## src/rtl/fcs_pkg.sv

```systemverilog
package fcs_pkg;
  localparam int FCS_W_WIDE   = 32;
  localparam int FCS_W_NARROW = 16;
  // Reflected polynomial constants (bit 0 holds the highest power term).
  localparam logic [31:0] POLY_NARROW_REFL = 32'h0000_8408;
  localparam logic [31:0] POLY_WIDE_REFL   = 32'hEDB8_8320;
  localparam logic [31:0] RESIDUE_NARROW   = 32'h0000_F0B8;
  localparam logic [31:0] RESIDUE_WIDE     = 32'hDEBB_20E3;

  function automatic logic [31:0] width_mask(input logic wide);
    return wide ? 32'hFFFF_FFFF : 32'h0000_FFFF;
  endfunction
endpackage

```

## src/rtl/fcs_lfsr.sv

```systemverilog
module fcs_lfsr #(
  parameter int W       = 32,
  parameter int WN      = 16,
  parameter logic [W-1:0] POLY_N = '0,
  parameter logic [W-1:0] POLY_W = '0
) (
  input  logic         clk,
  input  logic         rst,
  input  logic         clear,
  input  logic         sel_wide,
  input  logic         strobe,
  input  logic         shift_mode,
  input  logic         din,
  output logic [W-1:0] state_q
);
  logic [W-1:0] shifted;
  logic [W-1:0] state_d;
  logic         fill;
  logic         fb;

  always_comb begin
    fill = shift_mode;
    fb   = state_q[0] ^ din;
    if (sel_wide) shifted = {fill, state_q[W-1:1]};
    else          shifted = {state_q[W-1:WN], fill, state_q[WN-1:1]};
    state_d = state_q;
    if (strobe) begin
      state_d = shifted;
      if (!shift_mode && fb) state_d = shifted ^ (sel_wide ? POLY_W : POLY_N);
    end
  end

  always_ff @(posedge clk) begin
    if (rst || clear) state_q <= '1;
    else              state_q <= state_d;
  end


  clear_preset_chk: assert property (@(posedge clk) disable iff (rst)
    clear |=> (state_q == '1));


  idle_hold_chk: assert property (@(posedge clk) disable iff (rst)
    (!clear && !strobe) |=> $stable(state_q));
endmodule

```

## src/rtl/fcs_shift_cnt.sv

```systemverilog
module fcs_shift_cnt #(
  parameter int CW = 6
) (
  input  logic          clk,
  input  logic          rst,
  input  logic          clear,
  input  logic          strobe,
  input  logic          shift_mode,
  input  logic [CW-1:0] limit,
  output logic          done
);
  logic [CW-1:0] cnt_q;

  always_ff @(posedge clk) begin
    if (rst || clear) cnt_q <= '0;
    else if (strobe) begin
      if (!shift_mode)         cnt_q <= '0;
      else if (cnt_q != limit) cnt_q <= cnt_q + 1'b1;
    end
  end

  assign done = (cnt_q == limit);


  done_rise_chk: assert property (@(posedge clk) disable iff (rst)
    $rose(done) |-> $past(strobe && shift_mode && !clear));


  done_drop_chk: assert property (@(posedge clk) disable iff (rst)
    (strobe && !shift_mode) |=> !done);
endmodule

```

## src/rtl/fcs_residue_cmp.sv

```systemverilog
module fcs_residue_cmp #(
  parameter int W  = 32,
  parameter int WN = 16,
  parameter logic [W-1:0] RES_N = '0,
  parameter logic [W-1:0] RES_W = '0
) (
  input  logic [W-1:0] state,
  input  logic         sel_wide,
  output logic         match
);
  always_comb begin
    if (sel_wide) match = (state == RES_W);
    else          match = (state[WN-1:0] == RES_N[WN-1:0]);
  end
endmodule

```

## src/rtl/fcs_unit.sv

```systemverilog
module fcs_unit
  import fcs_pkg::*;
#(
  parameter int W_WIDE   = FCS_W_WIDE,
  parameter int W_NARROW = FCS_W_NARROW,
  parameter logic [W_WIDE-1:0] POLY_N = POLY_NARROW_REFL,
  parameter logic [W_WIDE-1:0] POLY_W = POLY_WIDE_REFL,
  parameter logic [W_WIDE-1:0] RES_N  = RESIDUE_NARROW,
  parameter logic [W_WIDE-1:0] RES_W  = RESIDUE_WIDE
) (
  input  logic              clk,
  input  logic              rst,
  input  logic              fcs_clear,
  input  logic              wide_sel,
  input  logic              bit_stb,
  input  logic              bit_val,
  input  logic              emit_mode,
  output logic [W_WIDE-1:0] fcs_out,
  output logic              ser_out,
  output logic              emit_done,
  output logic              good_frame
);
  localparam int CW = $clog2(W_WIDE + 1);
  localparam logic [W_WIDE-1:0] NARROW_MASK = {{(W_WIDE-W_NARROW){1'b0}}, {W_NARROW{1'b1}}};

  logic [W_WIDE-1:0] state;
  logic [CW-1:0]     limit;

  fcs_lfsr #(.W(W_WIDE), .WN(W_NARROW), .POLY_N(POLY_N), .POLY_W(POLY_W)) u_lfsr (
    .clk(clk), .rst(rst), .clear(fcs_clear), .sel_wide(wide_sel),
    .strobe(bit_stb), .shift_mode(emit_mode), .din(bit_val), .state_q(state)
  );

  assign limit = wide_sel ? CW'(W_WIDE) : CW'(W_NARROW);

  fcs_shift_cnt #(.CW(CW)) u_cnt (
    .clk(clk), .rst(rst), .clear(fcs_clear), .strobe(bit_stb),
    .shift_mode(emit_mode), .limit(limit), .done(emit_done)
  );

  fcs_residue_cmp #(.W(W_WIDE), .WN(W_NARROW), .RES_N(RES_N), .RES_W(RES_W)) u_cmp (
    .state(state), .sel_wide(wide_sel), .match(good_frame)
  );

  assign fcs_out = ~state & (wide_sel ? '1 : NARROW_MASK);
  assign ser_out = fcs_out[0];


  sel_static_chk: assert property (@(posedge clk) disable iff (rst)
    !$stable(wide_sel) |-> fcs_clear);


  emit_shift_chk: assert property (@(posedge clk) disable iff (rst)
    (bit_stb && emit_mode && !fcs_clear) |=> (fcs_out == ($past(fcs_out) >> 1)));
endmodule

```

## config.mk

```make
export PLATFORM = sky130hd
export DESIGN_NAME = fcs_unit
export DESIGN_NICKNAME = d
export VERILOG_FILES = /design/src/rtl/fcs_pkg.sv /design/src/rtl/fcs_lfsr.sv /design/src/rtl/fcs_shift_cnt.sv /design/src/rtl/fcs_residue_cmp.sv /design/src/rtl/fcs_unit.sv
export SDC_FILE = /design/constraint.sdc
export NUM_CORES = 1
export LEC_CHECK = 0
export CAP_MARGIN = 25
export CORE_MARGIN = 10
export CORE_UTILIZATION = 58
export CTS_BUF_LIST = sky130_fd_sc_hd__clkbuf_8
export CTS_CLUSTER_SIZE = 12
export DETAILED_ROUTE_END_ITERATION = 8
export DONT_BUFFER_PORTS = 1
export GPL_ROUTABILITY_DRIVEN = 0
export MAX_ROUTING_LAYER = met4
export PLACE_DENSITY = 0.8
export SETUP_SLACK_MARGIN = 0.05
export SLEW_MARGIN = 5
export SYNTH_ARGS = -nofsm -noshare
export SYNTH_HDL_FRONTEND = slang
export SYNTH_SLANG_ARGS = --single-unit
```

## constraint.sdc

```tcl
create_clock -name clk -period 2.85 [get_ports clk]
set_input_delay 0.1425 -clock clk [delete_from_list [all_inputs] [get_ports clk]]
set_output_delay 0.1425 -clock clk [all_outputs]
set_load 0.02 [all_outputs]
```

# Word-level counts from Yosys, hierarchy flattened
# Index checks and enable logic that the tools add are counted.
[op_classes] addsub=1 bitwise_logic=4 reduce_logical=4 mux=8 n_eq_ne=5
[op_table] cell="$mux W32" count=4
[op_table] cell="$and A32 B32 Y32" count=1
[op_table] cell="$eq A32 B32 Y1 const B" count=1
[op_table] cell="$not A32 Y32" count=1
[op_table] cell="$xor A32 B32 Y32" count=1
[op_table] cell="$mux W6" count=3
[op_table] cell="$eq A16 B16 Y1 const B" count=1
[op_table] cell="$add A6 B1 Y6 const B" count=1
[op_table] cell="$eq A6 B6 Y1" count=1
[op_table] cell="$ne A6 B6 Y1" count=1
[op_table] cell="$ne A2 B1 Y1 const B" count=1
[op_table] cell="$reduce_and A2 Y1" count=1
[op_table] cell="$logic_and A1 B1 Y1" count=1
[op_table] cell="$logic_not A1 Y1" count=1
[op_table] cell="$logic_or A1 B1 Y1" count=1
[op_table] cell="$mux W1" count=1
[op_table] cell="$xor A1 B1 Y1" count=1
[totals] out_inout_bits=35 reg_bits=38 wordCells=24

# Logic depth before layout (Yosys ltp)
[logic_depth] depth_word=4 ltp_mapped=6 depth_no_buf=6

# Hierarchy
# From an unflattened synthesis, not the netlist that was laid out.
[hier_totals] cells_unflattened=268 hier_area_um2=2342.2
[by_module_without_submodules] module="fcs_lfsr" area_per_inst_um2=1530.2 cells_per_inst=164 instances=1
[by_module_without_submodules] module="fcs_shift_cnt" area_per_inst_um2=470.5 cells_per_inst=52 instances=1
[by_module_without_submodules] module="fcs_unit" area_per_inst_um2=197.7 cells_per_inst=36 instances=1
[by_module_without_submodules] module="fcs_residue_cmp" area_per_inst_um2=143.9 cells_per_inst=16 instances=1

# Worst setup path before layout
# No wires, ideal clock.
[synth_timing] path_type="register to register" startpoint="register u_cnt.cnt_q[0]" endpoint="register u_cnt.cnt_q[1]" arrival_time_ns=1.561 setup_slack_ns=1.172 t_required_ns=2.733 path_stages_with_launch=7 path_buffers=0 path_cell_list="dfxtp_1 -> inv_1 -> ha_1 -> or3b_1 -> a21oi_4 -> nor2_1 -> a32o_1"
[synth_via] elab_chain_len=3
[synth_rtl] element="from (decl)" line="fcs_shift_cnt.sv:12" rtl="logic [CW-1:0] cnt_q;"
[synth_rtl] element="from (signal assigned)" line="fcs_shift_cnt.sv:18" rtl="else if (cnt_q != limit) cnt_q <= cnt_q + 1'b1;"
[synth_rtl] element="$add A6 B1 Y6 / $ne A6 B6 Y1 (equally long branches)" line="fcs_shift_cnt.sv:18"
[synth_rtl] element="$mux W6 / $ne A2 B1 Y1 (equally long branches)"
[synth_rtl] element="$mux W6 / $reduce_and A2 Y1 (equally long branches)"
# Several ways; a longest one is shown, not always the timed one. The select of a mux whose other input is x is not followed.
# A chain may end at the register's enable or synchronous reset.

# Final worst setup path
[layout_timing] startpoint="register u_lfsr.state_q[2]" endpoint="output port good_frame"
[layout_via] elab_chain_len=2
[layout_rtl] element="from (decl)" line="fcs_lfsr.sv:14" rtl="output logic [W-1:0] state_q"
[layout_rtl] element="from (signal assigned)" line="fcs_lfsr.sv:35" rtl="else state_q <= state_d;"
[layout_rtl] element="$eq A32 B32 Y1 / $eq A16 B16 Y1 (equally long branches)" line="fcs_residue_cmp.sv:12, fcs_residue_cmp.sv:13"
[layout_rtl] element="$mux W1 *" line="fcs_residue_cmp.sv:12" rtl="if (sel_wide) match = (state == RES_W);"
[layout_rtl] element="to (decl)" line="fcs_unit.sv:21" rtl="output logic good_frame"
# Mark *: on every way between the ends. The rest lies on a longest branch, timed or not.

==> results.rst <==
.. list-table::
   :header-rows: 1

   * - Metric
     - Value
   * - TritonCTS Buffers
     - 5
   * - Commonest cells in the netlist
     - sky130_fd_sc_hd__dfxtp_1, sky130_fd_sc_hd__nor2_1, sky130_fd_sc_hd__nand2_1
   * - Gr ovfl total
     - 0
   * - First DRT Iteration DRCs
     - 146
   * - Area used by sequential logic in the layout
     - 761 um^2
   * - CTS tree
     - built
   * - Sequential fraction of the synthesis area
     - 0.396
   * - Arrival time worst endpoint
     - 1.91 ns
   * - Number of buffer and inverter instances along the worst setup path
     - 0
   * - Number of endpoints with negative hold slack in the final report
     - 0
   * - Worst rel slew slack
     - 0.547
   * - Stages on the worst setup path
     - 4
   * - Total power
     - 1.04 mW
   * - First-pass GRT wire length
     - 8070 um
   * - Number of filler instances in the final layout
     - 287
   * - Largest net degree at the start of global routing
     - 25
   * - Number of synthesized register bits
     - 38
   * - Peak VDD IR
     - 342 uV
   * - Total core area
     - 3100 um^2
   * - Total clock sinks
     - 38
   * - Termination of the worst setup path
     - good_frame
   * - Final net count
     - 249
   * - Post-synthesis async set-or-reset flop share
     - 0
   * - Startpoint-to-endpoint class of the critical path
     - flip-flop to output port
   * - Synthesized net count
     - 253
   * - Number of optimization iterations in the first detailed-route pass
     - 4
   * - Internal power of the cells
     - 0.772 mW
   * - Power Density
     - 514 nW/um^2
   * - RSZ-0062 raised after global routing
     - no
   * - Outcome
     - complete, no violations
   * - Cells after Synth
     - 244
   * - Launch point of the critical path
     - u_lfsr.state_q[2]
   * - Post-layout minimum cycle time
     - 2.05 ns
   * - Switching portion of total power
     - 0.261
   * - CP max-delay cell
     - sky130_fd_sc_hd__or4_1
   * - Number of max-cap violations
     - 0
   * - Worst path top cell family by delay
     - simple AND/OR/NAND/NOR gates
   * - Area of the die
     - 6020 um^2
   * - Horiz. Die Dim
     - 77.6 um
   * - Post-detailed-route wirelength per cell
     - 16.1 um
   * - Synth Area per Inst
     - 7.88 um^2
   * - CP endpoint kind
     - output port
   * - Final-report max-slew violation count
     - 0
   * - Post-route cell area
     - 2030 um^2
   * - Cell chosen for the clock root
     - sky130_fd_sc_hd__clkbuf_8
   * - Number of buffers added on ports
     - 0
   * - Share of cells above drive strength 1
     - 0.0705
   * - CP Max Fanout
     - 4
   * - Global-route usage over all layers
     - 0.162
   * - Area share of the largest cell type after synthesis
     - 0.396
   * - Final setup violation count
     - 0
   * - Initial cell density of the core
     - 0.620
   * - Register-to-register setup slack
     - 1.05 ns
   * - Beginning of the worst hold path
     - bit_stb
   * - Required time reported for the critical path endpoint
     - 2.71 ns
   * - Top FF cell, synth
     - sky130_fd_sc_hd__dfxtp_1
   * - Antenna violations before repair
     - 0
   * - Slew at the pin with the worst max-slew slack
     - 0.678 ns
   * - Post-Syn Area
     - 1920 um^2
   * - Leakage
     - 0.873 nW
   * - Overall die height
     - 77.6 um
   * - Final-layout setup total negative slack
     - 0 ns
   * - Share of power burned in combinational logic
     - 0.103
   * - Post-layout utilization of the core
     - 0.654
   * - R2R cell count
     - 6
   * - Number of levels in the clock H-tree
     - 2
   * - Standard cell area after detailed placement
     - 1930 um^2
   * - Most frequently used cell type in the post-synthesis netlist
     - sky130_fd_sc_hd__dfxtp_1
   * - Number of DRC violations after detailed routing
     - 0
   * - Post-CTS setup buffers
     - 0
   * - Placed wire-length estimate
     - 3330 um
   * - I/O pin cnt
     - 42
   * - Final period utilization
     - 0.721
   * - Quantity of gates resized following cts
     - 0
   * - Net Switching
     - 0.273 mW
   * - Library cell occupying the most area in the post-synthesis netlist
     - sky130_fd_sc_hd__dfxtp_1
   * - Startpoint of the lowest-slack register-to-register path
     - u_cnt.cnt_q[0]
   * - Number of distinct library cells after synthesis
     - 40
   * - Worst hold-check slack
     - 0.00968 ns
   * - Worst-path cell chain
     - nor4b_1, nand3_1, or4_1, a21oi_1
   * - Dominant cells by area after synthesis
     - sky130_fd_sc_hd__dfxtp_1, sky130_fd_sc_hd__nor2_1, sky130_fd_sc_hd__nand2_1
   * - Yosys warning total
     - 0
   * - Detailed-route via count
     - 1683
   * - Number of global-route vias before repair
     - 1599
   * - Clock buffer depth
     - 2
   * - Number of cell rows
     - 20
   * - Vias per Instance
     - 5.91
   * - CTS clk-pin slew, worst paths
     - 0.08 ns
   * - Class of the most critical hold timing path
     - input port to flip-flop
   * - Number of synthesized flops with an enable pin
     - 0
   * - Multi-input logic area
     - 1020 um^2
   * - Drt total wl
     - 4580 um
   * - Layout-stage area growth over the synthesis result
     - 5.60%
   * - Portion of total power attributed to the clock network
     - 0.365
   * - Element type at the critical path start
     - flip-flop
   * - Achievable clock frequency
     - 487 MHz
   * - Critical register-to-register path endpoint
     - u_cnt.cnt_q[3]
   * - Sequential fraction of design power
     - 0.532
   * - Insertion delay to the later sink of the worst-skew pair
     - 0.29 ns
   * - Fin Clk Skew
     - 0.00873 ns
   * - Remaining antenna violation count after routing
     - 0
   * - Number of antenna repair diodes
     - 0
   * - Critical path's largest stage delay
     - 0.42 ns
==> power by group through the flow <==
stage                     clock, mW  sequential [mW]  combinational (mW)
after global routing          0.404            0.557               0.122
after floorplan                   0            0.564              0.0991
after global placement            0            0.567               0.101
final                         0.381            0.555               0.108
after detailed placement          0            0.567               0.103
after CTS                     0.386            0.555               0.108
==> kinds of logic (layout without fill, tap and decap cells) <==
kind of cell | count (synthesis) | count (layout) | share of synthesized area
fa+ha+maj | 2 | 2 | 0.0130
xor+xnor | 10 | 10 | 0.0455
flops | 38 | 38 | 0.396
compound gates | 49 | 49 | 0.185
buf+inv | 35 | 32 | 0.0774
simple gates | 110 | 110 | 0.284
==> worst min-delay path by stage <==
stage	end	slack (ns)	cells after the start
2_1_floorplan	u_lfsr.state_q[14]	0.44	2
3_3_place_gp	u_lfsr.state_q[14]	0.27	1
3_5_place_dp	u_lfsr.state_q[14]	0.28	1
4_1_cts	u_lfsr.state_q[15]	0.007	1
5_1_grt	u_lfsr.state_q[15]	0.01	1
6_report	u_lfsr.state_q[15]	0.01	1
==> flip-flops by register name, summed over array words and instances, names as in the netlist, named ones only <==
| register | flops |
|---|---|
| u_cnt.cnt_q | 6 |
| u_lfsr.state_q | 31 |
==> worst register-to-register path: cells and delay by family, from the launching register on <==
family	cells	cell delay (ns)
AND/OR/NAND/NOR	2	0.57
AO/OA/AOI/OAI	2	0.49
buffers and inverters	1	0.15
flip-flops	1	0.33
adder cells (fa/ha/maj)	1	0.16
==> through the flow <==
step / setup slack, ns / std cells
global route: 0.618 / 285
floorplan: 1.17 / 244
detailed placement: 1.05 / 276
global placement: 1.09 / 276
CTS: 0.774 / 285
finish: 0.796 / 285
==> layer usage <==
layer  GRT usage  part of all wire
met2       0.241              0.47
met1       0.197              0.43
met3      0.0599             0.084
met5           -                 0
met4      0.0511             0.016
==> what timing repair did <==
item | 4_1_cts | 5_1_grt
endpoints found under the hold margin | 10 | 0
hold buffers | 1 | 0
setup endpoints to repair | 0 | 0
==> layout make-up <==
class                      instances  share of cell area
clock inverter                     2             0.00616
sequential                        38               0.375
multi-input combinational        171               0.500
clock buffer                       6              0.0407
timing repair buffer               3              0.0123
tap                               44              0.0271
inverter                          21              0.0388
==> placed cells by master, fill, tap and decap left out, drive strengths merged <==
cell type,count
dfxtp,38
xnor2,10
nor2b,1
ha,2
or2,1
nand4,5
nor3,5
nor4b,2
a32o,4
and3,1
a41o,1
nor2,38
and2,1
a21o,1
dlygate4sd3,1
o31a,3
o21ai,10
a2111oi,1
and4,1
clkinv,1
or4,4
o31ai,3
nand3b,1
nand3,10
or3b,2
a21oi,14
o211ai,10
buf,2
nand2,30
clkbuf,6
nor3b,1
nor4,6
clkinvlp,1
o21a,1
or3,1
a21boi,1
inv,21
Power figures use the tool's default switching activity.
